### config.mk
export PLATFORM = sky130hd
export DESIGN_NAME = tristate_guard
export DESIGN_NICKNAME = d
export VERILOG_FILES = /design/src/rtl/tsg_pkg.sv /design/src/rtl/tsg_strap.sv /design/src/rtl/tsg_tick.sv /design/src/rtl/tsg_qual.sv /design/src/rtl/tristate_guard.sv
export SDC_FILE = /design/constraint.sdc
export NUM_CORES = 1
export LEC_CHECK = 0
export ABC_AREA = 1
export BUFFER_PORTS_ARGS = -buffer_cell sky130_fd_sc_hd__buf_2
export CORE_MARGIN = 2
export CORE_UTILIZATION = 43
export CTS_BUF_LIST = sky130_fd_sc_hd__clkbuf_2 sky130_fd_sc_hd__clkbuf_4 sky130_fd_sc_hd__clkbuf_8
export CTS_CLUSTER_SIZE = 30
export DETAILED_ROUTE_END_ITERATION = 10
export PLACE_DENSITY_LB_ADDON = 0.3
export SLEW_MARGIN = 20
export SYNTH_ARGS = -nofsm -noshare
export SYNTH_HDL_FRONTEND = slang
export SYNTH_SLANG_ARGS = --single-unit
### constraint.sdc
create_clock -name clk -period 0.9 [get_ports clk]
set_input_delay 0 -clock clk [delete_from_list [all_inputs] [get_ports clk]]
set_output_delay 0 -clock clk [all_outputs]
set_load 0.05 [all_outputs]
### src/rtl/tsg_pkg.sv
package tsg_pkg;
  typedef enum logic {
    CNT_SRC_EXT = 1'b0,
    CNT_SRC_SYS = 1'b1
  } cnt_src_e;
endpackage

### src/rtl/tsg_strap.sv
module tsg_strap
  import tsg_pkg::*;
(
  input  logic     clk,
  input  logic     rst,
  input  logic     strap,
  output cnt_src_e src_o
);
  cnt_src_e src_q;

  // Strap is captured only while reset is held.
  always_ff @(posedge clk) begin
    if (rst) src_q <= cnt_src_e'(strap);
  end

  assign src_o = src_q;

  // source selection frozen outside reset
  a_r8_strap_hold: assert property (@(posedge clk) disable iff (rst)
    !rst |=> $stable(src_q));
endmodule

### src/rtl/tsg_tick.sv
module tsg_tick
  import tsg_pkg::*;
#(
  parameter int SYNC_STAGES = 2
) (
  input  logic     clk,
  input  logic     rst,
  input  cnt_src_e src,
  input  logic     ext_clk,
  output logic     tick_o
);
  logic stage_q [SYNC_STAGES];
  logic prev_q;
  logic ext_rise;

  for (genvar i = 0; i < SYNC_STAGES; i++) begin : g_sync
    if (i == 0) begin : g_first
      always_ff @(posedge clk) begin
        if (rst) stage_q[i] <= 1'b0;
        else     stage_q[i] <= ext_clk;
      end
    end else begin : g_next
      always_ff @(posedge clk) begin
        if (rst) stage_q[i] <= 1'b0;
        else     stage_q[i] <= stage_q[i-1];
      end
    end
  end

  always_ff @(posedge clk) begin
    if (rst) prev_q <= 1'b0;
    else     prev_q <= stage_q[SYNC_STAGES-1];
  end

  assign ext_rise = stage_q[SYNC_STAGES-1] & ~prev_q;

  always_comb begin
    if (src == CNT_SRC_SYS) tick_o = 1'b1;
    else                    tick_o = ext_rise;
  end

  // an external edge yields at most one qualifying cycle
  a_r9_single_tick: assert property (@(posedge clk) disable iff (rst)
    (src == CNT_SRC_EXT && tick_o) |=> !tick_o);
endmodule

### src/rtl/tsg_qual.sv
module tsg_qual #(
  parameter int QUAL_CYCLES = 10
) (
  input  logic clk,
  input  logic rst,
  input  logic req,
  input  logic tick,
  output logic latched_o
);
  localparam int CW = $clog2(QUAL_CYCLES + 1);
  localparam logic [CW-1:0] LAST = CW'(QUAL_CYCLES - 1);

  logic [CW-1:0] cnt_q;
  logic          lat_q;

  always_ff @(posedge clk) begin
    if (rst) begin
      cnt_q <= '0;
      lat_q <= 1'b0;
    end else if (!lat_q) begin
      if (!req) begin
        cnt_q <= '0;
      end else if (tick) begin
        if (cnt_q == LAST) begin
          lat_q <= 1'b1;
          cnt_q <= '0;
        end else begin
          cnt_q <= cnt_q + CW'(1);
        end
      end
    end
  end

  assign latched_o = lat_q;

  // only reset clears the latch
  a_r7_sticky: assert property (@(posedge clk) disable iff (rst)
    lat_q |=> lat_q);
  // a dropped request discards the partial count
  a_r4_count_clear: assert property (@(posedge clk) disable iff (rst)
    (!req && !lat_q) |=> (cnt_q == '0));
  // latch only rises on a held request, count stays in range
  a_r3_rise_on_req: assert property (@(posedge clk) disable iff (rst)
    $rose(lat_q) |-> $past(req));
  a_r3_cnt_range: assert property (@(posedge clk) disable iff (rst)
    cnt_q < CW'(QUAL_CYCLES));
endmodule

### src/rtl/tristate_guard.sv
module tristate_guard
  import tsg_pkg::*;
#(
  parameter int OE_W        = 8,
  parameter int MODE_W      = 4,
  parameter int QUAL_CYCLES = 10,
  parameter int SYNC_STAGES = 2,
  parameter logic [MODE_W-1:0] MODE_SAFE = '0
) (
  input  logic              clk,
  input  logic              rst,
  input  logic              clk_strap,
  input  logic              ext_clk,
  input  logic              hiz_req,
  input  logic [OE_W-1:0]   oe_in,
  input  logic [MODE_W-1:0] mode_in,
  output logic [OE_W-1:0]   oe_out,
  output logic [MODE_W-1:0] mode_out,
  output logic              latched
);
  cnt_src_e          src;
  logic              tick;
  logic              lat;
  logic [OE_W-1:0]   oe_q;
  logic [MODE_W-1:0] mode_q;

  tsg_strap u_strap (
    .clk   (clk),
    .rst   (rst),
    .strap (clk_strap),
    .src_o (src)
  );

  tsg_tick #(.SYNC_STAGES(SYNC_STAGES)) u_tick (
    .clk     (clk),
    .rst     (rst),
    .src     (src),
    .ext_clk (ext_clk),
    .tick_o  (tick)
  );

  tsg_qual #(.QUAL_CYCLES(QUAL_CYCLES)) u_qual (
    .clk       (clk),
    .rst       (rst),
    .req       (hiz_req),
    .tick      (tick),
    .latched_o (lat)
  );

  always_ff @(posedge clk) begin
    if (rst) begin
      oe_q   <= '0;
      mode_q <= '0;
    end else begin
      oe_q   <= lat ? '0 : oe_in;
      mode_q <= lat ? MODE_SAFE : mode_in;
    end
  end

  assign oe_out   = oe_q;
  assign mode_out = mode_q;
  assign latched  = lat;

  // enables inactive once latched
  a_r5_oe_forced: assert property (@(posedge clk) disable iff (rst)
    latched |=> (oe_out == '0));
  // mode lines pinned once latched
  a_r6_mode_forced: assert property (@(posedge clk) disable iff (rst)
    latched |=> (mode_out == MODE_SAFE));
  // one-register pass-through in normal operation
  a_r2_passthru: assert property (@(posedge clk) disable iff (rst)
    !latched |=> (oe_out == $past(oe_in) && mode_out == $past(mode_in)));
endmodule

==> flow_summary.yaml, run 1 <==
floorplan:
  initial_utilization_pct: 44.6
  die-area_um2: 2080
  die_y_um: 45.6
  core_um2: 1670
  ios: 30
  rows: 15
  die_w_um: 45.6
sta:
  max_slew.worst_pin.slew_ns: 0.248
  setup_viol: 1
  hold_viol: 0
  relSlewSlack_pct: 83.6
  period_needed_ns: 0.927
  fin_skew_ns: 0.00449
  worst_slack_ns: -0.0266
  tns_ns: -0.0266
  drv_slew: 0
  min_period_over_period_pct: 103
  rsz0062_at_grt: "yes"
  max_clock_freq_ghz: 1.08
synthesis:
  synth_area_leader_cell: "dfxtp_1"
  synth_common_cells: "23 x inv_1, 22 x nor2_1, 20 x dfxtp_1"
  muxShareOfSynthArea_pct: 0
  synth_area_leaders: "dfxtp_1 54%, inv_1 12%, nor2_1 11%"
  syn-mean-instance-area_um2: 7.77
  synth-edff-count: 1
  synth_top_area_share_pct: 53.7
  ys_seq_elements: 21
  synthesis.area_um2: 746
  yosysWarnings: 0
  synth_top_flop_cell: "dfxtp_1"
  yosysMostFrequentCell: "inv_1"
  synth_adder_area_share_pct: 0
  synth_nets: 113
  synth_compound_area_share_pct: 2.35
  synth_simple_gate_area_share_pct: 25.8
  postSynthCellCount: 96
  seq_area_frac_synth_pct: 57.7
  synthXorXnorAreaFrac_pct: 0
  synth.distinct_cells: 15
  synth_top_family_by_area: "simple AND/OR/NAND/NOR gates"
  async_flop_share_pct: 0
route:
  wl_mm: 1.54
  antenna_left: 0
  wl_per_cell_um: 9.48
  via_count: 703
  vias_per_cell: 4.34
  first_pass_iters: 4
  initialDrtViolationCount: 7
  drc_errors: 0
critical_path:
  path_class: "reg2reg"
  ff2ff_setup_slack_ns: -0.03
  crit_required_ns: 1.10
  ff2ff_path_depth: 7
  cp_max_fo: 3
  end_kind: "flop"
  reg2reg_to: "u_qual.cnt_q[3]"
  arrival_ns: 1.13
  start_kind: "flop"
  reg2reg_from: "u_qual.cnt_q[1]"
hold_path:
  hold_class: "in2reg"
  whs_path_depth: 3
  hold_end: "u_qual.latched_o"
  worstHoldStart: "hiz_req"
power:
  power_leakage_nw: 0.609
  ir_drop_mv: 1.15
  finalPower_w: 0.00180
  p_per_area_nw_per_um2: 1560
cts:
  cts_buffers: 3
  clk_pin_slew_worst_paths_ns: 0.11
  cts_tree: "yes"
  cts_root_buffer: "clkbuf_4"
  clock_sinks: 21
  cts_buffer_depth: 2
  clk-insertion-delay-late_ns: 0.29
  htree_num_levels: 1
place:
  placed_area_um2: 923
  dp_hpwl_mm: 1.00
  numPortBuffers: 29
  routabilityCongestion: 0.820
layout:
  fillers: 127
  seq_area_um2: 439
  multi_input_area_um2: 235
  antenna_cells: 0
  drive_gt1_share_pct: 37.9
  nets: 163
  area_growth_pct: 55.0
  fin_area_um2: 1160
status:
  failed_checks: "negative setup slack"
  outcome: "finished, violations left"
global_route:
  antenna_found_initial: 0
  overflow: 0
  grtUsageTotal_pct: 16.9
  grt_max_degree: 13
  grt_pass1_wl_mm: 2.46
  grt_pass1_vias: 637
flow_run:
  cap_violations: 0
[state kept, by name (all words and copies together) (netlist names)]
register and cells:
u_tick.prev_q 1, u_qual.cnt_q 4, u_tick.stage_q 2, mode_out 4, oe_out 8, u_strap.src_o 1, u_qual.latched_o 1
[stage by stage]
stage          instances  utilization [%]  worst slack (ns)  hold slack [ns]
2_1_floorplan         96                -          0.000966           0.0594
3_3_place_gp         143             55.3           -0.0179            0.182
3_5_place_dp         143             55.3           -0.0721            0.184
4_1_cts              162             67.4           -0.0333          0.00895
5_1_grt              162             69.2            -0.106           0.0442
6_report             162             69.2           -0.0266           0.0333
[cell usage in the layout (no fill, tap or decap)]
cell and instances:
buf_2 20, nand2_2 6, dfxtp_1 17, o21bai_1 1, clkbuf_4 11, nand4_1 2, dlygate4sd3_1 15, nor2_4 1
a21oi_1 1, nand3_2 2, nor2_1 20, o21ai_0 1, inv_2 6, dfxtp_4 2, nand2_1 9, buf_4 4
nand3_1 3, dfxtp_2 1, nor2_2 2, inv_1 20, edfxtp_1 1
[cell families after synthesis]
family	after synthesis
AO/OA/AOI/OAI	3
flip-flops	21
AND/OR/NAND/NOR	45
buffers and inverters	27
[worst max path at each step]
stage | startpoint | end | slack [ns] | depth (start not counted)
3_5_place_dp | u_qual.cnt_q[0] | u_qual.cnt_q[3] | -0.07 | 7
2_1_floorplan | u_qual.cnt_q[0] | u_qual.cnt_q[3] | 0.001 | 7
3_3_place_gp | u_qual.cnt_q[1] | u_qual.cnt_q[3] | -0.02 | 7
6_report | u_qual.cnt_q[1] | u_qual.cnt_q[3] | -0.03 | 7
4_1_cts | u_qual.cnt_q[1] | u_qual.cnt_q[3] | -0.03 | 7
5_1_grt | u_strap.src_o | u_qual.cnt_q[1] | -0.11 | 7
[where the power goes]
| part | internal (W) | switching (W) |
|---|---|---|
| Clock | 0.000202 | 0.000262 |
| Sequential | 0.000978 | 0.0000181 |
| Combinational | 0.000141 | 0.000202 |
| Total | 0.00132 | 0.000482 |
[cell type report]
| type | instances | share of cell area, % |
|---|---|---|
| clock buffer | 4 | 2.60 |
| inverter | 26 | 8.44 |
| multi-input combinational | 48 | 20.3 |
| sequential | 21 | 38.0 |
| tap | 17 | 1.84 |
| timing repair buffer | 46 | 28.8 |
[what timing repair did]
| item | CTS | global route |
|---|---|---|
| gates resized for setup | 11 | 11 |
| hold endpoints to repair | 18 | 0 |
| setup endpoints to repair | 17 | 15 |
| buffers inserted | 0 | 0 |
| hold buffers | 15 | 0 |
| pin swaps | 4 | 1 |
[layer usage]
metal  global-route usage [%]  vias to the layer above  wire length, um
met4                     10.6                        0               19
met2                     29.3                       29              753
met1                     18.4                      300              655
li1                         -                      372                -
met5                        0                        -                0
met3                     3.57                        2              108
[critical path: stages (launching register included)]
cell     delay, ns
dfxtp_4       0.39
nand2_2       0.08
inv_2         0.06
nand2_1       0.06
nand3_2       0.08
nand2_2       0.06
nor2_1        0.08
nor2_1        0.05
No activity file was read; power rests on OpenSTA's default activity.
==> inputs of run 2 (changes only) <==
--- a/config.mk
+++ b/config.mk
@@ -7,8 +7,10 @@
 export LEC_CHECK = 0
 export ABC_AREA = 1
 export BUFFER_PORTS_ARGS = -buffer_cell sky130_fd_sc_hd__buf_2
+export CELL_PAD_IN_SITES_DETAIL_PLACEMENT = 0
+export CELL_PAD_IN_SITES_GLOBAL_PLACEMENT = 1
 export CORE_MARGIN = 2
-export CORE_UTILIZATION = 43
+export CORE_UTILIZATION = 30
 export CTS_BUF_LIST = sky130_fd_sc_hd__clkbuf_2 sky130_fd_sc_hd__clkbuf_4 sky130_fd_sc_hd__clkbuf_8
 export CTS_CLUSTER_SIZE = 30
 export DETAILED_ROUTE_END_ITERATION = 10
==> flow_summary.yaml, run 2 (synthesis results as in run 1) <==
status:
  outcome: "finished, violations left"
  failed_checks: "negative setup slack"
sta:
  drv_slew: 0
  rsz0062_at_grt: "yes"
  hold_viol: 0
  hold_ws_ns: 0.0272
  period_needed_ns: 0.964
  max_slew.worst_pin.slew_ns: 0.229
  setup_viol: 4
  worst_slack_ns: -0.0636
  tns_ns: -0.156
  relSlewSlack_pct: 84.7
  max_clock_freq_ghz: 1.04
  fin_skew_ns: 0.000757
  min_period_over_period_pct: 107
floorplan:
  die_w_um: 53.9
  die-area_um2: 2900
  die_y_um: 53.9
  initial_utilization_pct: 30.9
  ios: 30
  rows: 18
  core_um2: 2410
critical_path:
  crit_required_ns: 1.11
  critPathBufInv: 3
  start_kind: "flop"
  cp_top_family: "flip-flops"
  cp_max_fo: 2
  ff2ff_path_depth: 7
  end_kind: "flop"
  arrival_ns: 1.17
  path_class: "reg2reg"
  critPathSlowestCell: "edfxtp_1"
  ff2ff_setup_slack_ns: -0.06
  crit_chain: "inv_2 > nand3_2 > buf_4 > nand3_1 > nand2_1 > inv_1 > nor2_2"
  crit_cells: 7
  slowest_delay_ns: 0.40
cts:
  cts_tree: "yes"
  htree_num_levels: 1
  clock_sinks: 21
  clk-insertion-delay-late_ns: 0.29
  cts_buffer_depth: 2
  cts_buffers: 3
  clk_pin_slew_worst_paths_ns: 0.12
  cts_root_buffer: "clkbuf_4"
power:
  power_leakage_nw: 0.614
  p_per_area_nw_per_um2: 1500
  ir_drop_mv: 1.06
global_route:
  overflow: 0
  antenna_found_initial: 0
  grtUsageTotal_pct: 13.4
  grt_pass1_wl_mm: 2.78
  grt_max_degree: 13
  grt_pass1_vias: 740
route:
  first_pass_iters: 4
  drc_errors: 0
  vias_per_cell: 4.06
  wl_mm: 1.60
  wl_per_cell_um: 9.11
  initialDrtViolationCount: 2
  antenna_left: 0
  via_count: 714
layout:
  area_growth_pct: 59.9
  nets: 164
  most-common-layout-cells: "19 x inv_1, 19 x nor2_1, 16 x buf_2"
  final_core_util_pct: 49.5
  drive_gt1_share_pct: 41.8
  antenna_cells: 0
  largest_reg_flops: 8
hold_path:
  whs_path_depth: 3
  hold_class: "in2reg"
flow_run:
  cap_violations: 0
place:
  numPortBuffers: 29
  dp_hpwl_mm: 1.02
  routabilityCongestion: 0.799
## run 2: cell types whose count changed in the layout (fill, tap and decap cells not counted), moves of 2 or more
cell / delta
buf_2: -4
dfxtp_1: -3
dfxtp_2: +4
nor2_2: +2
buf_4: +2
## run 2: area by class of cell
cell class                      instances  area (um^2)
Sequential cell                        21          440
Tap cell                               30         37.5
Timing Repair Buffer                   47          354
Multi-Input combinational cell         48          233
Clock buffer                            3         22.5
Fill cell                             226         1220
Inverter                               26          100
Clock inverter                          1         5.00
## run 2: worst paths after layout
kind / start / to
worst min register to register: u_tick.stage_q[0] / u_tick.stage_q[1]
worst max-delay path: u_strap.src_o / u_qual.cnt_q[2]
worst min-delay path: hiz_req / u_qual.latched_o
worst max register to register: u_strap.src_o / u_qual.cnt_q[2]
## run 2: power by group
part           leakage [nW]  internal [W]  switching, W
Clock                0.0177      0.000165      0.000279
Sequential            0.178      0.000980     0.0000170
Combinational         0.419      0.000144      0.000204
Total                 0.614       0.00129      0.000500
## run 2: tightest hold or removal path: stages
cell	delay (ns)
buf_2	0.14
nand4_1	0.09
a21oi_1	0.06
## run 2: routing by layer
metal	up-vias	global-route usage, %	routed length [um]
met1	312	13.3	666
met3	2	4.17	81
met2	23	25.6	845
met5	-	0	0
met4	0	4.70	10
li1	377	-	-
## run 2: repair_timing
| item | CTS | global route |
|---|---|---|
| hold buffers | 15 | 0 |
| setup endpoints to repair | 18 | 20 |
| hold endpoints to repair | 19 | 0 |
| gates resized for setup | 13 | 20 |
| buffers inserted | 0 | 1 |
| pin swaps | 4 | 6 |
## run 2: metrics by stage
step                      total power [W]  area [um^2]  setup slack (ns)  instances
final                             0.00179         1190           -0.0636        176
after global placement            0.00128          940           -0.0343        156
after detailed placement          0.00128          940           -0.0479        156
after global routing              0.00190         1190            -0.132        176
after floorplan                   0.00120          749          0.000966         96
after CTS                         0.00179         1150           -0.0383        175
